$ cat src/rtl/dll_seq_pkg.sv
package dll_seq_pkg;
  typedef enum logic [1:0] {
    KIND_NONE = 2'd0,
    KIND_RST  = 2'd1,
    KIND_OFF  = 2'd2,
    KIND_ON   = 2'd3
  } cmd_kind_e;

  typedef enum logic [1:0] {
    ST_IDLE     = 2'd0,
    ST_WAIT_LOW = 2'd1,
    ST_WAIT_HI  = 2'd2
  } seq_state_e;

  localparam logic TYPE_MRW  = 1'b0;
  localparam logic TYPE_EMRW = 1'b1;
endpackage

$ cat src/rtl/dll_dn_cnt.sv
module dll_dn_cnt #(
  parameter int W = 4
) (
  input  logic         clk,
  input  logic         rst_n,
  input  logic         load,
  input  logic [W-1:0] load_val,
  output logic         running
);
  logic [W-1:0] cnt_q, cnt_d;
  logic         cnt_en;

  assign running = (cnt_q != '0);
  assign cnt_en  = load | running;

  always_comb begin
    cnt_d = cnt_q;
    if (load)         cnt_d = load_val;
    else if (running) cnt_d = cnt_q - 1'b1;
  end

  always_ff @(posedge clk or negedge rst_n) begin
    if (!rst_n)      cnt_q <= '0;
    else if (cnt_en) cnt_q <= cnt_d;
  end
endmodule

$ cat src/rtl/dll_cmd_enc.sv
module dll_cmd_enc
  import dll_seq_pkg::*;
#(
  parameter int ADDR_W  = 12,
  parameter int RST_BIT = 8,
  parameter int TST_BIT = 7,
  parameter int OFF_BIT = 0
) (
  input  logic              clk,
  input  logic              rst_n,
  input  cmd_kind_e         kind,
  input  logic [ADDR_W-1:0] mode_cfg,
  input  logic [ADDR_W-1:0] emode_cfg,
  output logic              cmd_vld,
  output logic              cmd_type,
  output logic [ADDR_W-1:0] cmd_addr
);
  localparam logic [ADDR_W-1:0] RST_MASK = ADDR_W'(1) << RST_BIT;
  localparam logic [ADDR_W-1:0] TST_MASK = ADDR_W'(1) << TST_BIT;
  localparam logic [ADDR_W-1:0] OFF_MASK = ADDR_W'(1) << OFF_BIT;

  logic              vld_d;
  logic              type_d;
  logic [ADDR_W-1:0] addr_d;
  logic              load_en;

  always_comb begin
    vld_d  = 1'b1;
    type_d = TYPE_MRW;
    addr_d = '0;
    case (kind)
      KIND_RST: begin
        type_d = TYPE_MRW;
        addr_d = mode_cfg | RST_MASK;
      end
      KIND_OFF: begin
        type_d = TYPE_EMRW;
        addr_d = emode_cfg | OFF_MASK;
      end
      KIND_ON: begin
        type_d = TYPE_EMRW;
        addr_d = emode_cfg & ~OFF_MASK;
      end
      default: vld_d = 1'b0;
    endcase
    addr_d = addr_d & ~TST_MASK;
  end

  assign load_en = vld_d;

  always_ff @(posedge clk or negedge rst_n) begin
    if (!rst_n) cmd_vld <= 1'b0;
    else        cmd_vld <= vld_d;
  end

  always_ff @(posedge clk or negedge rst_n) begin
    if (!rst_n) begin
      cmd_type <= TYPE_MRW;
      cmd_addr <= '0;
    end else if (load_en) begin
      cmd_type <= type_d;
      cmd_addr <= addr_d;
    end
  end
endmodule

$ cat src/rtl/dll_seq_fsm.sv
module dll_seq_fsm
  import dll_seq_pkg::*;
(
  input  logic      clk,
  input  logic      rst_n,
  input  logic      dll_rst_req,
  input  logic      freq_chg_req,
  input  logic      clk_stable,
  input  logic      lock_busy,
  output cmd_kind_e kind,
  output logic      seq_busy
);
  seq_state_e state_q, state_d;
  logic       pend_rst_q, pend_rst_d;
  logic       pend_frq_q, pend_frq_d;
  logic       want_rst, want_frq;

  assign want_rst = pend_rst_q | dll_rst_req;
  assign want_frq = pend_frq_q | freq_chg_req;

  always_comb begin
    state_d = state_q;
    kind    = KIND_NONE;
    case (state_q)
      ST_IDLE: begin
        if (!lock_busy) begin
          if (want_rst) begin
            kind = KIND_RST;
          end else if (want_frq) begin
            kind    = KIND_OFF;
            state_d = ST_WAIT_LOW;
          end
        end
      end
      ST_WAIT_LOW: begin
        if (!clk_stable) state_d = ST_WAIT_HI;
      end
      ST_WAIT_HI: begin
        if (clk_stable) begin
          kind    = KIND_ON;
          state_d = ST_IDLE;
        end
      end
      default: state_d = ST_IDLE;
    endcase
  end

  always_comb begin
    pend_rst_d = want_rst & (kind != KIND_RST);
    pend_frq_d = want_frq & (kind != KIND_OFF);
  end

  assign seq_busy = (state_q != ST_IDLE) | pend_rst_q | pend_frq_q;

  always_ff @(posedge clk or negedge rst_n) begin
    if (!rst_n) begin
      state_q    <= ST_IDLE;
      pend_rst_q <= 1'b0;
      pend_frq_q <= 1'b0;
    end else begin
      state_q    <= state_d;
      pend_rst_q <= pend_rst_d;
      pend_frq_q <= pend_frq_d;
    end
  end
endmodule

$ cat src/rtl/dll_seq_ctrl.sv
module dll_seq_ctrl
  import dll_seq_pkg::*;
#(
  parameter int ADDR_W   = 12,
  parameter int PD_GAP   = 10,
  parameter int LOCK_CYC = 20000,
  parameter int RST_BIT  = 8,
  parameter int TST_BIT  = 7,
  parameter int OFF_BIT  = 0
) (
  input  logic              clk,
  input  logic              rst_n,
  input  logic [ADDR_W-1:0] mode_cfg,
  input  logic [ADDR_W-1:0] emode_cfg,
  input  logic              dll_rst_req,
  input  logic              freq_chg_req,
  input  logic              clk_stable,
  output logic              cmd_vld,
  output logic              cmd_type,
  output logic [ADDR_W-1:0] cmd_addr,
  output logic              pd_allow,
  output logic              traffic_allow,
  output logic              busy
);
  localparam int PD_W   = $clog2(PD_GAP + 1);
  localparam int LOCK_W = $clog2(LOCK_CYC + 1);

  logic      rs_meta_q, rs_n;
  cmd_kind_e kind;
  logic      seq_busy;
  logic      pd_busy, lock_busy;

  always_ff @(posedge clk or negedge rst_n) begin
    if (!rst_n) begin
      rs_meta_q <= 1'b0;
      rs_n      <= 1'b0;
    end else begin
      rs_meta_q <= 1'b1;
      rs_n      <= rs_meta_q;
    end
  end

  dll_seq_fsm u_fsm (
    .clk          (clk),
    .rst_n        (rs_n),
    .dll_rst_req  (dll_rst_req),
    .freq_chg_req (freq_chg_req),
    .clk_stable   (clk_stable),
    .lock_busy    (lock_busy),
    .kind         (kind),
    .seq_busy     (seq_busy)
  );

  dll_cmd_enc #(
    .ADDR_W  (ADDR_W),
    .RST_BIT (RST_BIT),
    .TST_BIT (TST_BIT),
    .OFF_BIT (OFF_BIT)
  ) u_enc (
    .clk       (clk),
    .rst_n     (rs_n),
    .kind      (kind),
    .mode_cfg  (mode_cfg),
    .emode_cfg (emode_cfg),
    .cmd_vld   (cmd_vld),
    .cmd_type  (cmd_type),
    .cmd_addr  (cmd_addr)
  );

  dll_dn_cnt #(.W(PD_W)) u_pd_cnt (
    .clk      (clk),
    .rst_n    (rs_n),
    .load     (kind == KIND_RST),
    .load_val (PD_W'(PD_GAP)),
    .running  (pd_busy)
  );

  dll_dn_cnt #(.W(LOCK_W)) u_lock_cnt (
    .clk      (clk),
    .rst_n    (rs_n),
    .load     (kind == KIND_ON),
    .load_val (LOCK_W'(LOCK_CYC)),
    .running  (lock_busy)
  );

  assign pd_allow      = ~pd_busy;
  assign traffic_allow = ~lock_busy;
  assign busy          = seq_busy | lock_busy;
endmodule

$ cat config.mk
export PLATFORM = sky130hd
export DESIGN_NAME = dll_seq_ctrl
export DESIGN_NICKNAME = d
export VERILOG_FILES = /design/src/rtl/dll_seq_pkg.sv /design/src/rtl/dll_dn_cnt.sv /design/src/rtl/dll_cmd_enc.sv /design/src/rtl/dll_seq_fsm.sv /design/src/rtl/dll_seq_ctrl.sv
export SDC_FILE = /design/constraint.sdc
export NUM_CORES = 1
export LEC_CHECK = 0
export BUFFER_PORTS_ARGS = -buffer_cell sky130_fd_sc_hd__buf_2
export CAP_MARGIN = 30
export CORE_MARGIN = 2
export CORE_UTILIZATION = 48
export CTS_CLUSTER_SIZE = 14
export DETAILED_ROUTE_END_ITERATION = 7
export PLACE_DENSITY = 0.75
export SYNTH_ARGS = -nofsm -noshare
export SYNTH_HDL_FRONTEND = slang
export SYNTH_HIERARCHICAL = 1
export SYNTH_SLANG_ARGS = --single-unit
$ cat constraint.sdc
create_clock -name clk -period 1.9 [get_ports clk]
set_input_delay 0.38 -clock clk [delete_from_list [all_inputs] [get_ports clk]]
set_output_delay 0.38 -clock clk [all_outputs]
set_load 0.005 [all_outputs]
==> After elaboration in Yosys (flattened, before gate mapping) <==
Cells that the tools add are included.
{ "word_totals": {"register_bits": 38, "in_bits": 29, "output_inout_bits": 17, "word_cells": 64} }
{ "classes": {"add_sub_neg": 2, "n_eq_ne": 12, "muxes": 18, "n_bitwise": 11, "reduce_logical": 11} }
{ "ops": {"columns": ["cell", "n"], "rows": [
  ["12-bit one-hot mux with 3 select lines", 1],
  ["15-bit 2-to-1 mux", 2],
  ["2-bit 2-to-1 mux", 9],
  ["15-bit nonzero test", 1],
  ["15-bit by 1-bit subtractor with 15-bit output, second input constant", 1],
  ["2-bit inequality test, second input constant", 5],
  ["4-bit 2-to-1 mux", 2],
  ["1-bit bitwise OR", 7],
  ["2-bit equality test, second input constant", 3],
  ["2-bit one-hot mux with 3 select lines", 1],
  ["2-bit nonzero test", 3],
  ["5-bit AND reduction", 1],
  ["2-bit by 1-bit equality test with 1-bit output, second input constant", 2],
  ["2-bit by 1-bit inequality test with 1-bit output, second input constant", 2],
  ["2-bit one-hot mux with 2 select lines", 1],
  ["2-bit AND reduction", 2],
  ["4-bit nonzero test", 1],
  ["4-bit by 1-bit subtractor with 4-bit output, second input constant", 1],
  ["3-bit OR reduction", 1],
  ["1-bit AND", 2],
  ["2-bit zero test", 1],
  ["1-bit 2-to-1 mux", 2],
  ["1-bit inverter", 2],
  ["2-bit OR reduction", 1]
]} }

==> Longest topological paths before layout <==
Gate-level depths: netlist (run 1).
{ "logic_depth": {"depth_word": 8, "depth_mapped": 14, "mapped_depth_nobuf": 11} }

==> Modules after synthesis <==
Netlist (run 1), hierarchy kept.
{ "modules_own_cells": {"columns": ["mod", "instances", "cells_per_inst", "area_per_inst_um2", "seq_area_each_um2"], "rows": [
  ["dll_dn_cnt (u_lock_cnt)", 1, 88, 907.1, 375.4],
  ["dll_cmd_enc", 1, 53, 571.8, 325.3],
  ["dll_dn_cnt (u_pd_cnt)", 1, 26, 251.5, 100.1],
  ["dll_seq_fsm", 1, 19, 180.2, 100.1],
  ["dll_seq_ctrl", 1, 9, 83.8, 50.0]
]} }

==> Worst setup path after synthesis (run 1) <==
No wires, ideal clock.
{ "synth_timing": {"kind": "flip-flop to flip-flop", "start": "register u_lock_cnt.cnt_q[0]", "end": "register u_lock_cnt.cnt_q[14]", "arrival_time_ns": 2.925, "required_ns": 1.760, "slack_ns": -1.165, "stages_incl_launch_ff": 13, "period_less_slack_ns": 3.065, "path_cell_list": "dfrtp_1 inv_1 ha_1 nor4b_1 and4_1 buf_6 inv_2 or3_1 a21oi_1 and2_1 clkbuf_1 clkbuf_1 o21ai_0"} }
{ "synth_via": {"elab_chain_len": 6, "elab_cells_between_ends": 10, "classes_between": "add/sub: 1; eq/ne: 1; mux: 4; bitwise: 1; reduce/logical: 3"} }
{ "synth_lines": {"columns": ["item", "line", "text"], "rows": [
  ["start: declaration", "dll_dn_cnt.sv:10", "logic [W-1:0] cnt_q, cnt_d;"],
  ["start signal: assignment", "dll_dn_cnt.sv:24", "else if (cnt_en) cnt_q <= cnt_d;"],
  ["15-bit nonzero test (*)", "dll_dn_cnt.sv:13", "assign running = (cnt_q != '0);"],
  ["named net lock_busy", "dll_seq_ctrl.sv:31", "logic pd_busy, lock_busy;"],
  ["2-bit 2-to-1 mux (*)", "dll_seq_fsm.sv:26", "if (!lock_busy) begin"],
  ["2-bit one-hot mux with 2 select lines (*)", "dll_seq_fsm.sv:24", "case (state_q)"],
  ["named net kind[0]", "dll_seq_ctrl.sv:29", "cmd_kind_e kind;"],
  ["2-bit equality test (*)", "dll_seq_ctrl.sv:81", ".load (kind == KIND_ON),"],
  ["2-bit nonzero test (no source line) or 1-bit bitwise OR (tied branches)", null, null],
  ["2-bit AND reduction (no source line)", null, null]
]} }
Mark *: on every way through the listed nets, which the timed path passes. The rest lies on a longest branch. The select of a mux whose other input is x is not followed.
A chain may end at the register's enable or synchronous reset.

==> Worst setup path after layout (run 1) <==
{ "layout_timing": {"start": "register u_lock_cnt.cnt_q[1]", "end": "register u_enc.cmd_addr[5]"} }
{ "layout_via": {"elab_chain_len": 6, "elab_cells_between_ends": 9, "classes_between": "eq/ne: 3; mux: 4; reduce/logical: 2"} }
{ "layout_lines": {"columns": ["item", "line", "text"], "rows": [
  ["15-bit nonzero test (*)", "dll_dn_cnt.sv:13", null],
  ["named net lock_busy", "dll_seq_ctrl.sv:31", null],
  ["2-bit 2-to-1 mux (*)", "dll_seq_fsm.sv:26", null],
  ["2-bit one-hot mux with 2 select lines (*)", "dll_seq_fsm.sv:24", null],
  ["named net kind[0]", "dll_seq_ctrl.sv:29", null],
  ["2-bit equality test or 2-bit by 1-bit equality test with 1-bit output (tied branches)", "dll_cmd_enc.sv:31", "case (kind)"],
  ["3-bit OR reduction (no source line)", null, null],
  ["1-bit 2-to-1 mux", "dll_cmd_enc.sv:31", null],
  ["end signal: assignment", "dll_cmd_enc.sv:62", "cmd_addr <= addr_d;"],
  ["end: declaration", "dll_cmd_enc.sv:16", "output logic [ADDR_W-1:0] cmd_addr"]
]} }
Mark *: on every way through the listed nets, which the timed path passes. The rest lies on a longest branch.

==> results of run 1 <==
## routing by layer
layer | vias up | track usage [%]
li1 | 872 | -
met1 | 843 | 28.4
met3 | 11 | 5.59
met2 | 40 | 34.9
met4 | 0 | 8.00
met5 | - | 0
## cells in the mapped netlist, types with 2 or more instances
cell type	number	share of area [%]
a21o_1	2	0.75
a21oi_1	3	0.75
a22o_1	4	1.8
buf_2	3	0.75
buf_6	2	1.1
clkbuf_1	4	0.75
conb_1	3	0.56
dfrtp_1	38	48
ha_1	3	1.9
inv_1	7	1.3
mux2_2	2	1.1
mux2i_1	12	6.0
nand2_1	26	4.9
nand3b_1	3	1.1
nor2_1	10	1.9
nor2b_1	3	0.94
nor3_1	5	1.3
nor3_2	2	1.0
nor3b_1	2	0.75
o21ai_0	8	2.0
o21ai_1	10	2.5
o31ai_1	4	1.5
o31ai_2	3	1.9
or4_1	2	0.75
or4_4	2	1.1
xnor2_1	9	4.0
xor2_1	3	1.3
## critical path: stages (launching register included)
cell,delay (ns)
dfrtp_1,0.40
inv_2,0.09
ha_4,0.13
nor4b_4,0.19
and4_4,0.27
inv_4,0.04
or3_4,0.33
a21oi_4,0.16
buf_6,0.21
mux2i_1,0.27
o21ai_1,0.11
## worst paths after layout
check,slack [ns],depth (start not counted),from,endpoint
max in group asynchronous,1.42,2,rst_n,rs_n
min in group clk,0.26,2,clk_stable,u_fsm/state_q[1]
min reg2reg,0.23,1,rs_n,u_fsm/state_q[1]
max,-0.44,10,u_lock_cnt/cnt_q[1],u_enc/cmd_addr[5]
max reg2reg,-0.44,10,u_lock_cnt/cnt_q[1],u_enc/cmd_addr[5]
min,0.23,1,rs_n,u_fsm/state_q[1]
## cell families after synthesis
kind of cell | Yosys count | share of synthesized area [%]
adder cells (fa/ha/maj) | 3 | 1.88
other | 3 | 0.565
AO/OA/AOI/OAI | 38 | 13.3
AND/OR/NAND/NOR | 68 | 19.4
buffers and inverters | 19 | 4.77
multiplexers | 14 | 7.15
XOR/XNOR | 12 | 5.27
flip-flops | 38 | 47.7
## sequential cells by signal, indices dropped and copies added (netlist names), 2 cells and up
signal and flops:
u_pd_cnt/cnt_q 4, u_enc/cmd_addr 11, u_lock_cnt/cnt_q 15, u_fsm/state_q 2
## layout by cell type, fill, tap and decap left out, types with 5 or more instances in the layout
cell type	instances
o21ai_1	14
inv_2	6
nor2_1	9
conb_1	21
buf_2	39
clkbuf_8	5
dfrtp_1	38
buf_4	50
nand2_1	26
buf_6	6
xnor2_1	9
mux2i_1	12
## power groups by stage
stage	Combinational (W)	Clock (W)	Sequential [W]
2_1_floorplan	0.000614	0	0.00122
3_3_place_gp	0.00109	0	0.00116
3_5_place_dp	0.00111	0	0.00116
4_1_cts	0.00117	0.000704	0.00117
5_1_grt	0.00146	0.000739	0.00120
6_report	0.00134	0.000692	0.00118
## cell type report
cell class | count | share of cell area (%)
timing repair buffer | 97 | 22.4
tap | 50 | 2.11
inverter | 8 | 1.10
clock inverter | 3 | 1.52
sequential | 38 | 32.1
clock buffer | 5 | 2.32
multi-input combinational | 156 | 38.5
## metrics by stage
stage / worst slack (ns) / power, W / instance area, sq um
floorplan: -0.619 / 0.00183 / 2140
global placement: -0.445 / 0.00224 / 2580
detailed placement: -0.547 / 0.00228 / 2580
CTS: -0.451 / 0.00305 / 2810
global route: -0.597 / 0.00340 / 2960
finish: -0.437 / 0.00321 / 2960
## timing repair
action / 4_1_cts / 5_1_grt
pin swaps: 3 / 7
resized for setup: 8 / 23
hold endpoints to repair: 2 / 0
hold buffers: 1 / 0
setup endpoints to repair: 35 / 35
cloned: 0 / 0
setup buffers: 10 / 11
==> key figures, run 1 <==
Run status
  – Status: complete, but fails checks
  – Failing checks: setup timing

STA
  – Minimum clock period after layout: around 2.3 ns
  – Final worst-path cycle share: 123%
  – Slack of the critical path: -0.437 ns
  – RSZ-0062 raised after global routing: yes
  – Fin Setup TNS: -10.93 ns
  – Clk_skew: 0.00560 ns
  – Fin. max-slew vios: 0
  – Hold_ws: ~0.23 ns
  – Achievable clock frequency: approximately 430 MHz
  – Final hold violation count: 0
  – Setup violators final: 34

Synthesis
  – Mapped Cells: about 200
  – Seq/Total Area, Yosys: between 40% and 50%
  – Ys Warns: 6
  – Post-synth ARST share: 100%
  – EDFF count, synth: 0
  – Cell variety after synth: 47
  – Synth Cell Area: 1990 sq um
  – Flops & latches, synth: 38
  – Post-Syn Area per Cell: 10.2 sq um
  – Ys flop type: dfrtp_1

Placed design
  – PortBufs: 40
  – Placed insts: between 300 and 400
  – DPL Wire Length: ~3200 um
  – Placer's final routability congestion estimate: between 0.7 and 0.8

Layout
  – Area Overhead vs Synth: 48.6%
  – Final core utilization: approximately three quarters
  – Layout cells sized above 1: a little under half
  – ANT cells: 0
  – Register area: 951 sq um
  – Finished Layout Cells: roughly 360
  – # nets final: 338
  – FILL cells: roughly 260
  – Multi-input gate area: between 1000 and 1500 sq um

Drt
  – Via-to-Cell Ratio: 4.95
  – Metal-1 WL: between 2000 and 2500 um
  – Total length of routed wires: just over 5000 um
  – DRT Pass-1 Iters: 4
  – Met2 Wirelength: 2660 um
  – # DRC: 0
  – WL met3: about 180 um
  – Highest routed layer: met4
  – DR vias: about 1,800
  – Post-route ant nets: 0
  – Per-cell routed wire length: roughly 14 um
  – First DRT Iteration DRCs: 130

Global route
  – First-pass GRT wire length: about 7400 um
  – Total GRT Usage: 21.8%
  – Number of global-route vias before repair: roughly 1,600
  – Initial antenna violation count: 0
  – Largest net degree at the start of global routing: 21
  – Grt total ovfl: 0

Floorplan
  – Die Span X: between 60 and 70 um
  – CORE AREA: 4000 sq um
  – Chip height: slightly below 70 um
  – Starting Density: 49.9%
  – Row count: 23
  – Io pins: 46
  – Die Area: ~4700 sq um

Power and ir drop
  – Clock share of power: 21.6%
  – P_sw: between 0.001 and 0.0015 W
  – Reg power frac: between 30% and 40%
  – Sw Ratio: around a third
  – P per Cell Area: between 1000 and 1500 nW/um^2
  – Int Power: between 0.002 and 0.0025 W
  – Worst IR Drop VDD: 627 uV
  – LEAKAGE: 1.37 nW
  – Gate power share: 41.7%

Worst setup path
  – Worst Setup End Kind: register
  – Arr. time, crit path: 2.51 ns
  – Startpoint types: register
  – WS Path Type: register to register
  – Crit-path max FO: 13
  – CP Data Required Time: about 2.1 ns

Clock network
  – Htree depth: 2
  – CTS Root Cell: clkbuf_8
  – Clk Latency, worst-skew pair: roughly 0.3 ns
  – Total clock sinks: 38
  – TritonCTS clock tree: yes
  – Worst-path clk slew: roughly 0.080 ns
  – Number of buffers created by CTS: 5
  – Maximum clock path buffer count: 2

Job
  – Max-cap violations: 0

Hold path
  – Hold crit path type: register to asynchronous set/reset pin
(Power assumes the default switching activity.)
==> run 2, diff against run 1 <==
--- a/config.mk
+++ b/config.mk
@@ -12,7 +12,9 @@
 export CTS_CLUSTER_SIZE = 14
 export DETAILED_ROUTE_END_ITERATION = 7
 export PLACE_DENSITY = 0.75
+export SLEW_MARGIN = 5
 export SYNTH_ARGS = -nofsm -noshare
 export SYNTH_HDL_FRONTEND = slang
 export SYNTH_HIERARCHICAL = 1
 export SYNTH_SLANG_ARGS = --single-unit
+export TNS_END_PERCENT = 30
==> key figures, run 2 (synthesis gave the netlist of run 1 again) <==
Power and ir drop
  – LEAKAGE: 1.28 nW (was 1.37 nW)
  – P_sw: 0.000976 W (was 0.00105 W)
  – Clock share of power: 19.5% (was 21.6%)
  – Worst IR Drop VDD: 619 uV (was 627 uV)
  – Reg power frac: 39.9% (was 36.7%)
  – P per Cell Area: 1050 nW/um^2 (was 1080 nW/um^2)
  – Sw Ratio: 33.2% (was 32.8%)
  – Gate power share: 40.6% (was 41.7%)
  – Int Power: 0.00196 W (was 0.00216 W)

Worst setup path
  – Crit Reg-Reg Startpoint: u_lock_cnt/cnt_q[1] (unchanged)
  – Critical path's largest stage delay: 0.39 ns (was 0.40 ns)
  – WS Path Type: register to register (unchanged)
  – Reg2reg end: u_pd_cnt/cnt_q[3] (was u_enc/cmd_addr[5])
  – Arr. time, crit path: 2.65 ns (was 2.51 ns)
  – CP Data Required Time: 2.08 ns (about the same)
  – Reg2Reg Depth: 11 (was 10)
  – Critical path cell sequence: inv_2, ha_4, nor4b_4, and4_4, inv_4, or3_4, a21oi_4, nor2b_4, buf_6, nor3_2, a221o_1 (was inv_2, ha_4, nor4b_4, and4_4, inv_4, or3_4, a21oi_4, buf_6, mux2i_1, o21ai_1)
  – Crit-path max FO: 7 (was 13)
  – Worst Setup End Kind: register (unchanged)
  – Startpoint types: register (unchanged)
  – Critical path's slowest cell: dfrtp_1 (unchanged)
  – Reg2Reg Setup Slack: -0.57 ns (was -0.44 ns)

Layout
  – Finished Layout Cells: 340 (was 357)
  – Area Overhead vs Synth: 40.0% (was 48.6%)
  – FILL cells: 293 (was 257)
  – Multi-input gate area: 1120 sq um (was 1140 sq um)
  – Reg with most FFs: u_lock_cnt/cnt_q (unchanged)
  – ANT cells: 0 (unchanged)
  – Register area: 951 sq um (unchanged)
  – # nets final: 321 (was 338)
  – Most common cell after layout, fill and taps aside: buf_2 (was buf_4)
  – Max reg flops: 15 (unchanged)
  – Layout cells sized above 1: 41.4% (was 45.9%)
  – Most frequent cells in the layout: buf_2, dfrtp_1, buf_4 (was buf_4, buf_2, dfrtp_1)
  – Largest registers: u_lock_cnt/cnt_q: 15 flops, u_enc/cmd_addr: 11 flops, u_pd_cnt/cnt_q: 4 flops (unchanged)

Floorplan
  – Io pins: 46 (unchanged)
  – Die Area: 4690 sq um (unchanged)
  – Chip height: 68.5 um (unchanged)
  – Die Span X: 68.5 um (unchanged)
  – CORE AREA: 4000 sq um (unchanged)
  – Starting Density: 49.9% (unchanged)
  – Row count: 23 (unchanged)

Global route
  – First-pass GRT wire length: 7020 um (was 7390 um)
  – Total GRT Usage: 20.4% (was 21.8%)
  – Number of global-route vias before repair: 1,514 (was 1,596)
  – Initial antenna violation count: 0 (unchanged)
  – Largest net degree at the start of global routing: 30 (was 21)
  – Grt total ovfl: 0 (unchanged)

STA
  – Slack of the critical path: -0.568 ns (was -0.437 ns)
  – Fin. max-slew vios: 0 (unchanged)
  – Final worst-path cycle share: 130% (was 123%)
  – Hold_ws: 0.119 ns (was 0.235 ns)
  – Achievable clock frequency: 405 MHz (was 428 MHz)
  – RSZ-0062 raised after global routing: yes (unchanged)
  – Minimum clock period after layout: 2.47 ns (was 2.34 ns)
  – Setup violators final: 35 (was 34)
  – Clk_skew: 0.00905 ns (was 0.00560 ns)
  – Final hold violation count: 0 (unchanged)

Clock network
  – Number of buffers created by CTS: 5 (unchanged)
  – Clk Latency, worst-skew pair: 0.29 ns (was 0.30 ns)
  – Total clock sinks: 38 (unchanged)
  – Worst-path clk slew: 0.08 ns (about the same)
  – TritonCTS clock tree: yes (unchanged)
  – CTS Root Cell: clkbuf_8 (unchanged)
  – Htree depth: 2 (unchanged)
  – Maximum clock path buffer count: 2 (unchanged)

Placed design
  – Placer's final routability congestion estimate: 0.751 (was 0.775)
  – DPL Wire Length: 3130 um (was 3190 um)
  – PortBufs: 40 (unchanged)
  – Placed insts: 324 (was 328)

Job
  – Max-cap violations: 0 (unchanged)

Drt
  – Total length of routed wires: 4610 um (was 5110 um)
  – Post-route ant nets: 0 (unchanged)
  – Per-cell routed wire length: 13.6 um (was 14.3 um)
  – First DRT Iteration DRCs: 83 (was 130)
  – Via-to-Cell Ratio: 4.91 (was 4.95)
  – # DRC: 0 (unchanged)
  – DRT Pass-1 Iters: 4 (unchanged)
  – DR vias: 1,670 (was 1,766)

Run status
  – Status: complete, but fails checks (unchanged)
  – Failing checks: setup timing (unchanged)

Hold path
  – Hold crit path type: register to asynchronous set/reset pin (unchanged)
## run 2: worst max-delay path by stage
stage | start | endpoint | slack, ns
after CTS | u_lock_cnt/cnt_q[1] | u_pd_cnt/cnt_q[3] | -0.48
final | u_lock_cnt/cnt_q[1] | u_pd_cnt/cnt_q[3] | -0.57
after global placement | u_lock_cnt/cnt_q[7] | u_pd_cnt/cnt_q[3] | -0.47
after global routing | u_lock_cnt/cnt_q[8] | u_pd_cnt/cnt_q[3] | -0.64
after detailed placement | u_lock_cnt/cnt_q[1] | u_lock_cnt/cnt_q[3] | -0.52
after floorplan | u_lock_cnt/cnt_q[1] | u_pd_cnt/cnt_q[3] | -0.62
## run 2: cell type report
type	count	share of cell area, %
sequential	38	34.1
inverter	8	1.16
clock inverter	2	0.448
clock buffer	6	2.96
tap	50	2.24
multi-input combinational	156	40.3
timing repair buffer	80	18.9
## run 2: timing repair
item                       in CTS  in global routing
hold endpoints to repair        2                  0
setup buffers                   6                  1
hold buffers                    1                  0
pin swaps                       2                  3
resized for setup               9                 13
setup endpoints to repair      35                 35
## run 2: per-stage QoR
stage / setup TNS, ns / worst slack, ns / cell area [sq um] / utilization [%] / power [W]
6_report: -13.63 / -0.568 / 2790 / 69.8 / 0.00294
5_1_grt: -16.51 / -0.637 / 2790 / 69.8 / 0.00314
4_1_cts: -12.91 / -0.484 / 2740 / 68.5 / 0.00291
3_5_place_dp: -13.06 / -0.523 / 2560 / 64.0 / 0.00227
3_3_place_gp: -11.53 / -0.466 / 2560 / 64.0 / 0.00223
2_1_floorplan: -13.95 / -0.619 / 2140 / - / 0.00183
## run 2: power groups by stage
stage	Clock, W	Combinational (W)	Sequential [W]
after global placement	0	0.00107	0.00116
after floorplan	0	0.000612	0.00122
final	0.000575	0.00119	0.00117
after detailed placement	0	0.00111	0.00117
after global routing	0.000625	0.00132	0.00120
after CTS	0.000582	0.00117	0.00116
## run 2: layer usage
layer	up-vias	wire length (um)	global-route usage [%]
met3	10	187	5.10
li1	841	-	-
met5	-	0	0
met4	0	92	5.25
met1	777	1960	27.9
met2	42	2380	32.5
## run 2: critical path, delay by kind of cell (launching register included)
kind	cells	cell delay, ns
compound gates	2	0.47
flops	1	0.39
simple gates	5	1.12
buf+inv	3	0.26
fa+ha+maj	1	0.13
==> run 3, diff against run 2 <==
--- a/config.mk
+++ b/config.mk
@@ -12,6 +12,7 @@
 export CTS_CLUSTER_SIZE = 14
 export DETAILED_ROUTE_END_ITERATION = 7
 export PLACE_DENSITY = 0.75
+export RECOVER_POWER = 50
 export SLEW_MARGIN = 5
 export SYNTH_ARGS = -nofsm -noshare
 export SYNTH_HDL_FRONTEND = slang
==> key figures, run 3 (synthesis gave the netlist of run 1 again) <==
STA
  – Final worst-path cycle share: 130% (about the same)
  – Slack of the critical path: -0.568 ns (about the same)
  – Fin Setup TNS: -13.64 ns (was -13.63 ns)
  – RSZ-0062 raised after global routing: yes (unchanged)
  – Clk_skew: 0.00862 ns (was 0.00905 ns)
  – Setup violators final: 35 (unchanged)
  – Final hold violation count: 0 (unchanged)
  – Fin. max-slew vios: 0 (unchanged)
  – Slew @ Worst Pin: around 0.73 ns
  – Minimum clock period after layout: 2.47 ns (about the same)
  – Worst slew margin: between 50% and 60%
  – Achievable clock frequency: 405 MHz (about the same)

Clock network
  – Htree depth: 2 (unchanged)
  – Clk Latency, worst-skew pair: 0.29 ns (about the same)
  – Maximum clock path buffer count: 2 (unchanged)
  – Number of buffers created by CTS: 5 (unchanged)
  – TritonCTS clock tree: yes (unchanged)
  – Total clock sinks: 38 (unchanged)
  – CTS Root Cell: clkbuf_8 (unchanged)
  – Worst-path clk slew: 0.08 ns (about the same)

Power and ir drop
  – LEAKAGE: 1.28 nW (about the same)
  – Worst IR Drop VDD: 617 uV (was 619 uV)
  – P per Cell Area: 1050 nW/um^2 (about the same)

Worst setup path
  – Reg2Reg Setup Slack: -0.57 ns (about the same)
  – Crit-path max FO: 7 (unchanged)
  – Worst Setup End Kind: register (unchanged)
  – Arr. time, crit path: 2.65 ns (about the same)
  – Startpoint types: register (unchanged)
  – WS Path Type: register to register (unchanged)
  – CP Data Required Time: 2.08 ns (about the same)

Drt
  – Total length of routed wires: 4620 um (was 4610 um)
  – DR vias: 1,675 (was 1,670)
  – Post-route ant nets: 0 (unchanged)
  – DRT Pass-1 Iters: 4 (unchanged)
  – # DRC: 0 (unchanged)
  – First DRT Iteration DRCs: 84 (was 83)
  – Per-cell routed wire length: 13.6 um (about the same)
  – Via-to-Cell Ratio: 4.93 (was 4.91)

Floorplan
  – Die Span X: 68.5 um (unchanged)
  – Starting Density: 49.9% (unchanged)
  – Chip height: 68.5 um (unchanged)
  – Row count: 23 (unchanged)
  – CORE AREA: 4000 sq um (unchanged)
  – Io pins: 46 (unchanged)
  – Die Area: 4690 sq um (unchanged)

Layout
  – Reg with most FFs: u_lock_cnt/cnt_q (unchanged)
  – # nets final: 321 (unchanged)
  – Most frequent cells in the layout: buf_2, dfrtp_1, buf_4 (unchanged)
  – Layout cells sized above 1: 41.0% (was 41.4%)
  – Area Overhead vs Synth: 39.8% (was 40.0%)
  – Max reg flops: 15 (unchanged)
  – Most common cell after layout, fill and taps aside: buf_2 (unchanged)
  – ANT cells: 0 (unchanged)
  – Final core utilization: 69.7% (was 69.8%)
  – Largest registers: u_lock_cnt/cnt_q: 15 flops, u_enc/cmd_addr: 11 flops, u_pd_cnt/cnt_q: 4 flops (unchanged)

Placed design
  – PortBufs: 40 (unchanged)
  – Placer's final routability congestion estimate: 0.751 (unchanged)
  – DPL Wire Length: 3130 um (unchanged)

Global route
  – Total GRT Usage: 20.4% (unchanged)
  – Largest net degree at the start of global routing: 30 (unchanged)
  – Initial antenna violation count: 0 (unchanged)
  – Grt total ovfl: 0 (unchanged)
  – First-pass GRT wire length: 7020 um (unchanged)
  – Number of global-route vias before repair: 1,514 (unchanged)

Hold path
  – Hold crit path type: register to asynchronous set/reset pin (unchanged)

Run status
  – Status: complete, but fails checks (unchanged)
  – Failing checks: setup timing (unchanged)

Job
  – Max-cap violations: 0 (unchanged)
## run 3: metal layers
| layer | part of all wire, % | global-route usage [%] |
|---|---|---|
| met1 | 42 | 27.9 |
| met2 | 52 | 32.5 |
| met3 | 4.0 | 5.10 |
| met4 | 1.9 | 5.25 |
| met5 | 0 | 0 |
## run 3: cell type report
class	count	area (sq um)
clock buffers	6	82.6
inverters	8	32.5
well taps	50	62.6
repair buffers	80	523
fillers	295	1210
clock inverters	2	12.5
multi-input cells	156	1120
flip-flops and latches	38	951
## run 3: metrics by stage
stage | area, sq um | hold slack (ns) | worst slack [ns] | instances | power (W)
final | 2790 | 0.117 | -0.568 | 340 | 0.00294
after global routing | 2790 | 0.151 | -0.637 | 340 | 0.00314
after CTS | 2740 | 0.126 | -0.484 | 339 | 0.00291
after detailed placement | 2560 | 0.125 | -0.523 | 324 | 0.00227
after global placement | 2560 | 0.123 | -0.466 | 324 | 0.00223
after floorplan | 2140 | 0.0844 | -0.619 | 213 | 0.00183
## run 3: path summary, 6_finish.rpt
kind                       depth (start not counted)                  end           startpoint
max                                               11    u_pd_cnt/cnt_q[3]  u_lock_cnt/cnt_q[1]
min                                                0     u_fsm/pend_frq_q                 rs_n
max reg2reg                                       11    u_pd_cnt/cnt_q[3]  u_lock_cnt/cnt_q[1]
min reg2reg                                        0     u_fsm/pend_frq_q                 rs_n
max in group asynchronous                          1  u_lock_cnt/cnt_q[8]                 rs_n
min in group clk                                   2     u_fsm/state_q[1]           clk_stable
## run 3: repair_timing
action | in CTS | in global routing
hold buffers | 1 | 0
gates resized for setup | 9 | 13
setup endpoints to repair | 35 | 35
pin swaps | 2 | 3
hold endpoints to repair | 2 | 0
buffers inserted | 6 | 1
## run 3: where the power goes
part           total (W)  switching, W  internal [W]
clock network   0.000572      0.000281      0.000291
registers        0.00117      0.000162       0.00101
logic            0.00119      0.000530      0.000661
## run 3: worst max-delay path: stages (launching register included)
cell     delay, ns
dfrtp_1       0.39
inv_2         0.09
ha_4          0.13
nor4b_4       0.23
and4_4        0.29
inv_4         0.04
or3_4         0.37
a21oi_4       0.19
nor2b_4       0.19
buf_6         0.13
nor3_2        0.04
a221o_1       0.28
